File: src/rtl/sample_block_irq_pkg.sv
package sample_block_irq_pkg;
  localparam int unsigned IDX_W   = 3;
  localparam int unsigned NUM_DIR = 2;
  localparam int unsigned DIR_PLAY = 0;
  localparam int unsigned DIR_CAP  = 1;

  localparam logic [IDX_W-1:0] IDX_CFG     = 3'd0;
  localparam logic [IDX_W-1:0] IDX_PB_LO   = 3'd1;
  localparam logic [IDX_W-1:0] IDX_PB_HI   = 3'd2;
  localparam logic [IDX_W-1:0] IDX_CB_LO   = 3'd3;
  localparam logic [IDX_W-1:0] IDX_CB_HI   = 3'd4;
  localparam logic [IDX_W-1:0] IDX_IRQ_ACK = 3'd5;

  typedef struct packed {
    logic ext;
    logic cap_en;
    logic play_en;
  } cfg_t;
endpackage

File: src/rtl/sbi_regs.sv
module sbi_regs
  import sample_block_irq_pkg::*;
#(
  parameter int unsigned DATA_W = 8,
  localparam int unsigned CNT_W = 2 * DATA_W
) (
  input  logic              clk_i,
  input  logic              rst_ni,
  input  logic              wr_i,
  input  logic [IDX_W-1:0]  idx_i,
  input  logic [DATA_W-1:0] data_i,
  output cfg_t              cfg_o,
  output logic [CNT_W-1:0]  play_base_o,
  output logic [CNT_W-1:0]  cap_base_o,
  output logic [NUM_DIR-1:0] clr_o
);
  logic [DATA_W-1:0] pb_lo_q, pb_hi_q, cb_lo_q, cb_hi_q;
  cfg_t              cfg_q;

  always_ff @(posedge clk_i or negedge rst_ni) begin
    if (!rst_ni) begin
      cfg_q   <= '0;
      pb_lo_q <= '0;
      pb_hi_q <= '0;
      cb_lo_q <= '0;
      cb_hi_q <= '0;
    end else if (wr_i) begin
      unique case (idx_i)
        IDX_CFG:   cfg_q   <= cfg_t'(data_i[$bits(cfg_t)-1:0]);
        IDX_PB_LO: pb_lo_q <= data_i;
        IDX_PB_HI: pb_hi_q <= data_i;
        IDX_CB_LO: cb_lo_q <= data_i;
        IDX_CB_HI: cb_hi_q <= data_i;
        default:   ;
      endcase
    end
  end

  // acknowledge register is write-one-to-clear, no storage
  assign clr_o       = (wr_i && idx_i == IDX_IRQ_ACK) ? data_i[NUM_DIR-1:0] : '0;
  assign cfg_o       = cfg_q;
  assign play_base_o = {pb_hi_q, pb_lo_q};
  assign cap_base_o  = {cb_hi_q, cb_lo_q};
endmodule

File: src/rtl/sbi_counter.sv
module sbi_counter #(
  parameter int unsigned CNT_W = 16
) (
  input  logic             clk_i,
  input  logic             rst_ni,
  input  logic             active_i,
  input  logic             strobe_i,
  input  logic [CNT_W-1:0] base_i,
  output logic             done_o
);
  logic [CNT_W-1:0] cnt_q, eff;
  logic             active_q, load;

  assign load   = active_i & ~active_q;
  // restart from base in the first enabled cycle; that cycle's strobe counts
  assign eff    = load ? base_i : cnt_q;
  assign done_o = active_i & strobe_i & (eff == '0);

  always_ff @(posedge clk_i or negedge rst_ni) begin
    if (!rst_ni) begin
      cnt_q    <= '0;
      active_q <= 1'b0;
    end else begin
      active_q <= active_i;
      if (active_i) begin
        if (strobe_i) cnt_q <= (eff == '0) ? base_i : eff - 1'b1;
        else          cnt_q <= eff;
      end
    end
  end
endmodule

File: src/rtl/sbi_flags.sv
module sbi_flags
  import sample_block_irq_pkg::*;
(
  input  logic               clk_i,
  input  logic               rst_ni,
  input  logic               ext_i,
  input  logic [NUM_DIR-1:0] done_i,
  input  logic               stat_wr_i,
  input  logic [NUM_DIR-1:0] clr_i,
  output logic               pend_o,
  output logic               play_pend_o,
  output logic               cap_pend_o,
  output logic               irq_o
);
  logic pend_q, play_q, cap_q;

  // a new completion wins over a clear in the same cycle
  always_ff @(posedge clk_i or negedge rst_ni) begin
    if (!rst_ni) begin
      pend_q <= 1'b0;
      play_q <= 1'b0;
      cap_q  <= 1'b0;
    end else begin
      if (|done_i)                  pend_q <= 1'b1;
      else if (stat_wr_i)           pend_q <= 1'b0;
      if (ext_i && done_i[DIR_PLAY]) play_q <= 1'b1;
      else if (clr_i[DIR_PLAY])     play_q <= 1'b0;
      if (done_i[DIR_CAP])          cap_q  <= 1'b1;
      else if (clr_i[DIR_CAP])      cap_q  <= 1'b0;
    end
  end

  assign pend_o      = pend_q;
  assign play_pend_o = play_q;
  assign cap_pend_o  = cap_q;
  assign irq_o       = pend_q | play_q | cap_q;
endmodule

File: src/rtl/sample_block_irq.sv
module sample_block_irq
  import sample_block_irq_pkg::*;
#(
  parameter int unsigned DATA_W = 8,
  localparam int unsigned CNT_W = 2 * DATA_W
) (
  input  logic              clk_i,
  input  logic              rst_ni,
  input  logic              reg_wr_i,
  input  logic [IDX_W-1:0]  reg_idx_i,
  input  logic [DATA_W-1:0] reg_data_i,
  input  logic              stat_wr_i,
  input  logic              play_xfer_i,
  input  logic              cap_xfer_i,
  output logic              irq_o,
  output logic              pend_o,
  output logic              play_pend_o,
  output logic              cap_pend_o
);
  cfg_t               cfg;
  logic [CNT_W-1:0]   play_base, cap_base;
  logic [NUM_DIR-1:0] flag_clr, done, active, strobe;
  logic [CNT_W-1:0]   base_v [NUM_DIR];

  sbi_regs #(.DATA_W(DATA_W)) u_regs (
    .clk_i       (clk_i),
    .rst_ni      (rst_ni),
    .wr_i        (reg_wr_i),
    .idx_i       (reg_idx_i),
    .data_i      (reg_data_i),
    .cfg_o       (cfg),
    .play_base_o (play_base),
    .cap_base_o  (cap_base),
    .clr_o       (flag_clr)
  );

  // compat: counter 0 is shared by both directions; counter 1 idle
  always_comb begin
    active[DIR_PLAY] = cfg.ext ? cfg.play_en : (cfg.play_en | cfg.cap_en);
    strobe[DIR_PLAY] = (play_xfer_i & cfg.play_en) | (~cfg.ext & cap_xfer_i & cfg.cap_en);
    active[DIR_CAP]  = cfg.ext & cfg.cap_en;
    strobe[DIR_CAP]  = cap_xfer_i;
  end

  assign base_v[DIR_PLAY] = play_base;
  assign base_v[DIR_CAP]  = cap_base;

  for (genvar d = 0; d < NUM_DIR; d++) begin : g_cnt
    sbi_counter #(.CNT_W(CNT_W)) u_cnt (
      .clk_i    (clk_i),
      .rst_ni   (rst_ni),
      .active_i (active[d]),
      .strobe_i (strobe[d]),
      .base_i   (base_v[d]),
      .done_o   (done[d])
    );
  end

  sbi_flags u_flags (
    .clk_i       (clk_i),
    .rst_ni      (rst_ni),
    .ext_i       (cfg.ext),
    .done_i      (done),
    .stat_wr_i   (stat_wr_i),
    .clr_i       (flag_clr),
    .pend_o      (pend_o),
    .play_pend_o (play_pend_o),
    .cap_pend_o  (cap_pend_o),
    .irq_o       (irq_o)
  );
endmodule

File: config.mk
export PLATFORM = sky130hd
export DESIGN_NAME = sample_block_irq
export DESIGN_NICKNAME = d
export VERILOG_FILES = /design/src/rtl/sample_block_irq_pkg.sv /design/src/rtl/sbi_regs.sv /design/src/rtl/sbi_counter.sv /design/src/rtl/sbi_flags.sv /design/src/rtl/sample_block_irq.sv
export SDC_FILE = /design/constraint.sdc
export NUM_CORES = 1
export LEC_CHECK = 0
export ABC_CLOCK_PERIOD_IN_PS = 3400
export BUFFER_PORTS_ARGS = -buffer_cell sky130_fd_sc_hd__buf_2
export CORE_UTILIZATION = 45
export DETAILED_ROUTE_END_ITERATION = 8
export PLACE_DENSITY = 0.61
export SYNTH_ARGS = -nofsm -noshare
export SYNTH_HDL_FRONTEND = slang
export SYNTH_SLANG_ARGS = --single-unit
File: constraint.sdc
create_clock -name clk_i -period 3.4 [get_ports clk_i]
set_input_delay 0.68 -clock clk_i [delete_from_list [all_inputs] [get_ports clk_i]]
set_output_delay 0.68 -clock clk_i [all_outputs]
set_load 0.02 [all_outputs]
==> reports/results.txt <==
Ports: 21
# diodes: 0
H-tree levels: 3
Post-layout min period: 3.05 ns
Cells after Synth: 549
Fmax: 328 MHz
TritonRoute pass-1 iters: 5
Crit end category: flip-flop
Synth area leaders: dfrtp_1, mux2_2, mux2i_1, nor2_1, nand2_1
Clk_lat worst skew: 0.36 ns
Crit path max fanout: 9
CTS buffer count: 9
Die width: 106 um
Die Span Y: 106 um
CP max stage cell: dfrtp_1
Initial Utilization: 46.9%
Count of final hold-check violations: 0
Final routed DRC violation total: 0
Post-synth ARST share: 100%
DRT iter0 DRCs: 291
RSZ-0062 raised after global routing: false
Syn_area_per_cell: 8.94 um^2
Clk buf depth: 2
Critical path depth in cells: 10
Top FF cell, synth: dfrtp_1
Worst hold path type: input pin to async pin
Skew final: 0.0129 ns
Clock sinks: 72
TritonCTS clock tree: done
Initial antenna violation count: 0
Seq/Total Area, Yosys: 36.7%
Placement Rows: 37
Remaining antenna violation count: 0
Fraction of layout instances using a drive strength above 1: 18.6%
Port bufs: 20
Post-layout util: 52.1%
Final net count: 596
CP most frequent cell: nand2_1
Crit path max-delay family: simple AND/OR/NAND/NOR gates
CP Buf/Inv Count: 0
Non-filler cells in the finished layout: 716
Slew Viols, Final: 0
Slew HR: 37.6%
Leak pwr: 2.19 nW
Synth area leader: dfrtp_1
Crit path DAT: 3.27 ns
Slowest stage delay, CP: 0.41 ns
Die ar.: 11300 um^2
Setup tns final: 0 ns
CTS clk-pin slew, worst paths: 0.08 ns
Worst-margin pin slew: 0.937 ns
Yosys Warn Count: 0
GP Congestion: 0.972
WS Path Type: flip-flop to flip-flop
Status: complete, no violations
Reg2reg path depth: 10
Yosys cell types: 71
Post-synth top area share: 36.7%
DRT Wirelength: 14400 um
Total global-route track usage: 27.2%
Wire length per cell: 20.1 um
Post-synth EDFFs: 0
HPWL after DPL: 10300 um
Worst setup startpoint: u_regs.cfg_o[1]
Max-Cap Viols: 0
Final setup viols: 0
Peak supply drop: 0.254 mV
Yosys reg bits: 72
Root Driver: clkbuf_8
Core box area: 10500 um^2
CP Data Required Time: 3.62 ns
Total vias in the final route: 4591
Pwr/cell area: 696 nW/um^2
Hold_buf cts: 0
Post-Place Cells: 700
Final period util: 89.6%
Crit-path cells: or2b_1 > a21o_1 > mux2i_1 > ha_1 > nor4b_2 > nand2_1 > mux2_2 > or2_1 > nand2_1 > o221ai_1
Via density: 6.41
Vias in the first global route: 4365
Area delta synth->final: 11.1%
Mapped Area: 4910 um^2
Grt total ovfl: 0
Startpoint Class: flip-flop
Largest net degree at the start of global routing: 73
Synthesized net count: 570
Post_cts resized: 0
First-pass GRT wire length: 23800 um
Worst R2R Start: u_regs.cfg_o[1]
Postcts setup bufs: 0
==> final cells by class <==
cell class	count	area, um^2
repair buffers	44	283
multi-input cells	439	2960
fillers	1019	5010
flip-flops and latches	72	1800
clock buffers	9	124
clock inverters	7	80.1
inverters	9	33.8
well taps	136	170
==> path summary, 6_finish.rpt <==
check / slack (ns) / to
worst min-delay path: 0.45 / g_cnt[1].u_cnt.cnt_q[4]
worst max register to register: 0.35 / g_cnt[0].u_cnt.cnt_q[13]
worst min register to register: 0.58 / g_cnt[0].u_cnt.cnt_q[12]
max in group asynchronous: 2.34 / g_cnt[0].u_cnt.cnt_q[9]
min in group clk_i: 0.58 / g_cnt[0].u_cnt.cnt_q[12]
worst max-delay path: 0.35 / g_cnt[0].u_cnt.cnt_q[13]
==> cells by family (layout without fill, tap and decap cells) <==
kind of cell             count (synthesis)  count (layout)  share of synthesized area (%)
AO/OA/AOI/OAI                          155             155                           22.0
buffers and inverters                   38              69                           3.24
multiplexers                            65              65                           14.2
flip-flops                              72              72                           36.7
AND/OR/NAND/NOR                        203             203                           20.7
adder cells (fa/ha/maj)                  4               4                           1.02
XOR/XNOR                                12              12                           2.14
==> state kept, by name, indices dropped and copies added (netlist names) <==
signal                count
u_flags.play_pend_o       1
u_regs.cb_hi_q            8
u_flags.pend_o            1
u_flags.cap_pend_o        1
g_cnt.u_cnt.cnt_q        32
u_regs.pb_hi_q            8
u_regs.pb_lo_q            8
u_regs.cb_lo_q            8
u_regs.cfg_o              3
g_cnt.u_cnt.active_q      2
==> cells in the final DEF (no fill, tap or decap), types with 4 or more instances in the layout <==
cell type | Yosys | routed
nand2_1 | 48 | 48
dfrtp_1 | 72 | 72
or3_1 | 7 | 7
mux2i_1 | 29 | 29
inv_1 | 9 | 9
nor3_1 | 31 | 31
o31ai_1 | 11 | 11
or4_1 | 8 | 8
nor2_1 | 53 | 53
o21ai_1 | 5 | 5
mux2_2 | 36 | 36
nand2b_1 | 5 | 5
o211ai_1 | 7 | 7
o22ai_1 | 8 | 8
a211oi_1 | 5 | 5
o21ai_0 | 29 | 29
ha_1 | 4 | 4
nor2b_1 | 4 | 4
buf_2 | 7 | 19
buf_4 | 0 | 25
xor2_1 | 9 | 9
clkbuf_8 | 0 | 9
nor4_1 | 11 | 11
a31oi_1 | 8 | 8
nand3_1 | 11 | 11
a21oi_1 | 31 | 31
==> Yosys cell counts, drive strengths merged (4+ instances only) <==
| cell | instances |
|---|---|
| a2111oi | 4 |
| a211oi | 5 |
| a21oi | 31 |
| a221oi | 4 |
| a31oi | 8 |
| buf | 11 |
| clkbuf | 18 |
| dfrtp | 72 |
| ha | 4 |
| inv | 9 |
| mux2 | 36 |
| mux2i | 29 |
| nand2 | 48 |
| nand2b | 5 |
| nand3 | 11 |
| nor2 | 53 |
| nor2b | 4 |
| nor3 | 32 |
| nor4 | 11 |
| nor4b | 4 |
| o211ai | 7 |
| o21ai | 34 |
| o22ai | 8 |
| o31ai | 11 |
| or2 | 4 |
| or3 | 7 |
| or4 | 8 |
| xor2 | 9 |
==> power breakdown <==
group          switching (W)  internal, W
clock               0.000367     0.000345
combinational       0.000845     0.000676
sequential          0.000432      0.00113
==> through the flow <==
step	cell area [um^2]	hold WS (ns)	power [W]	setup slack, ns
3_5_place_dp	5240	0.539	0.00305	0.287
4_1_cts	5440	0.504	0.00377	0.271
6_report	5450	0.448	0.00379	0.352
2_1_floorplan	4910	0.384	0.00259	0.133
5_1_grt	5450	0.551	0.00407	0.0273
3_3_place_gp	5240	0.531	0.00300	0.433
==> metal layers <==
metal  global-route usage [%]  vias to the layer above  wire length [um]
met5                        0                        -                 0
met4                     8.90                        0               195
met3                     4.17                       16               872
met2                     40.2                      159              6300
met1                     40.4                     2272              6990
li1                         -                     2144                 -
No activity file was read; power rests on OpenSTA's default activity.
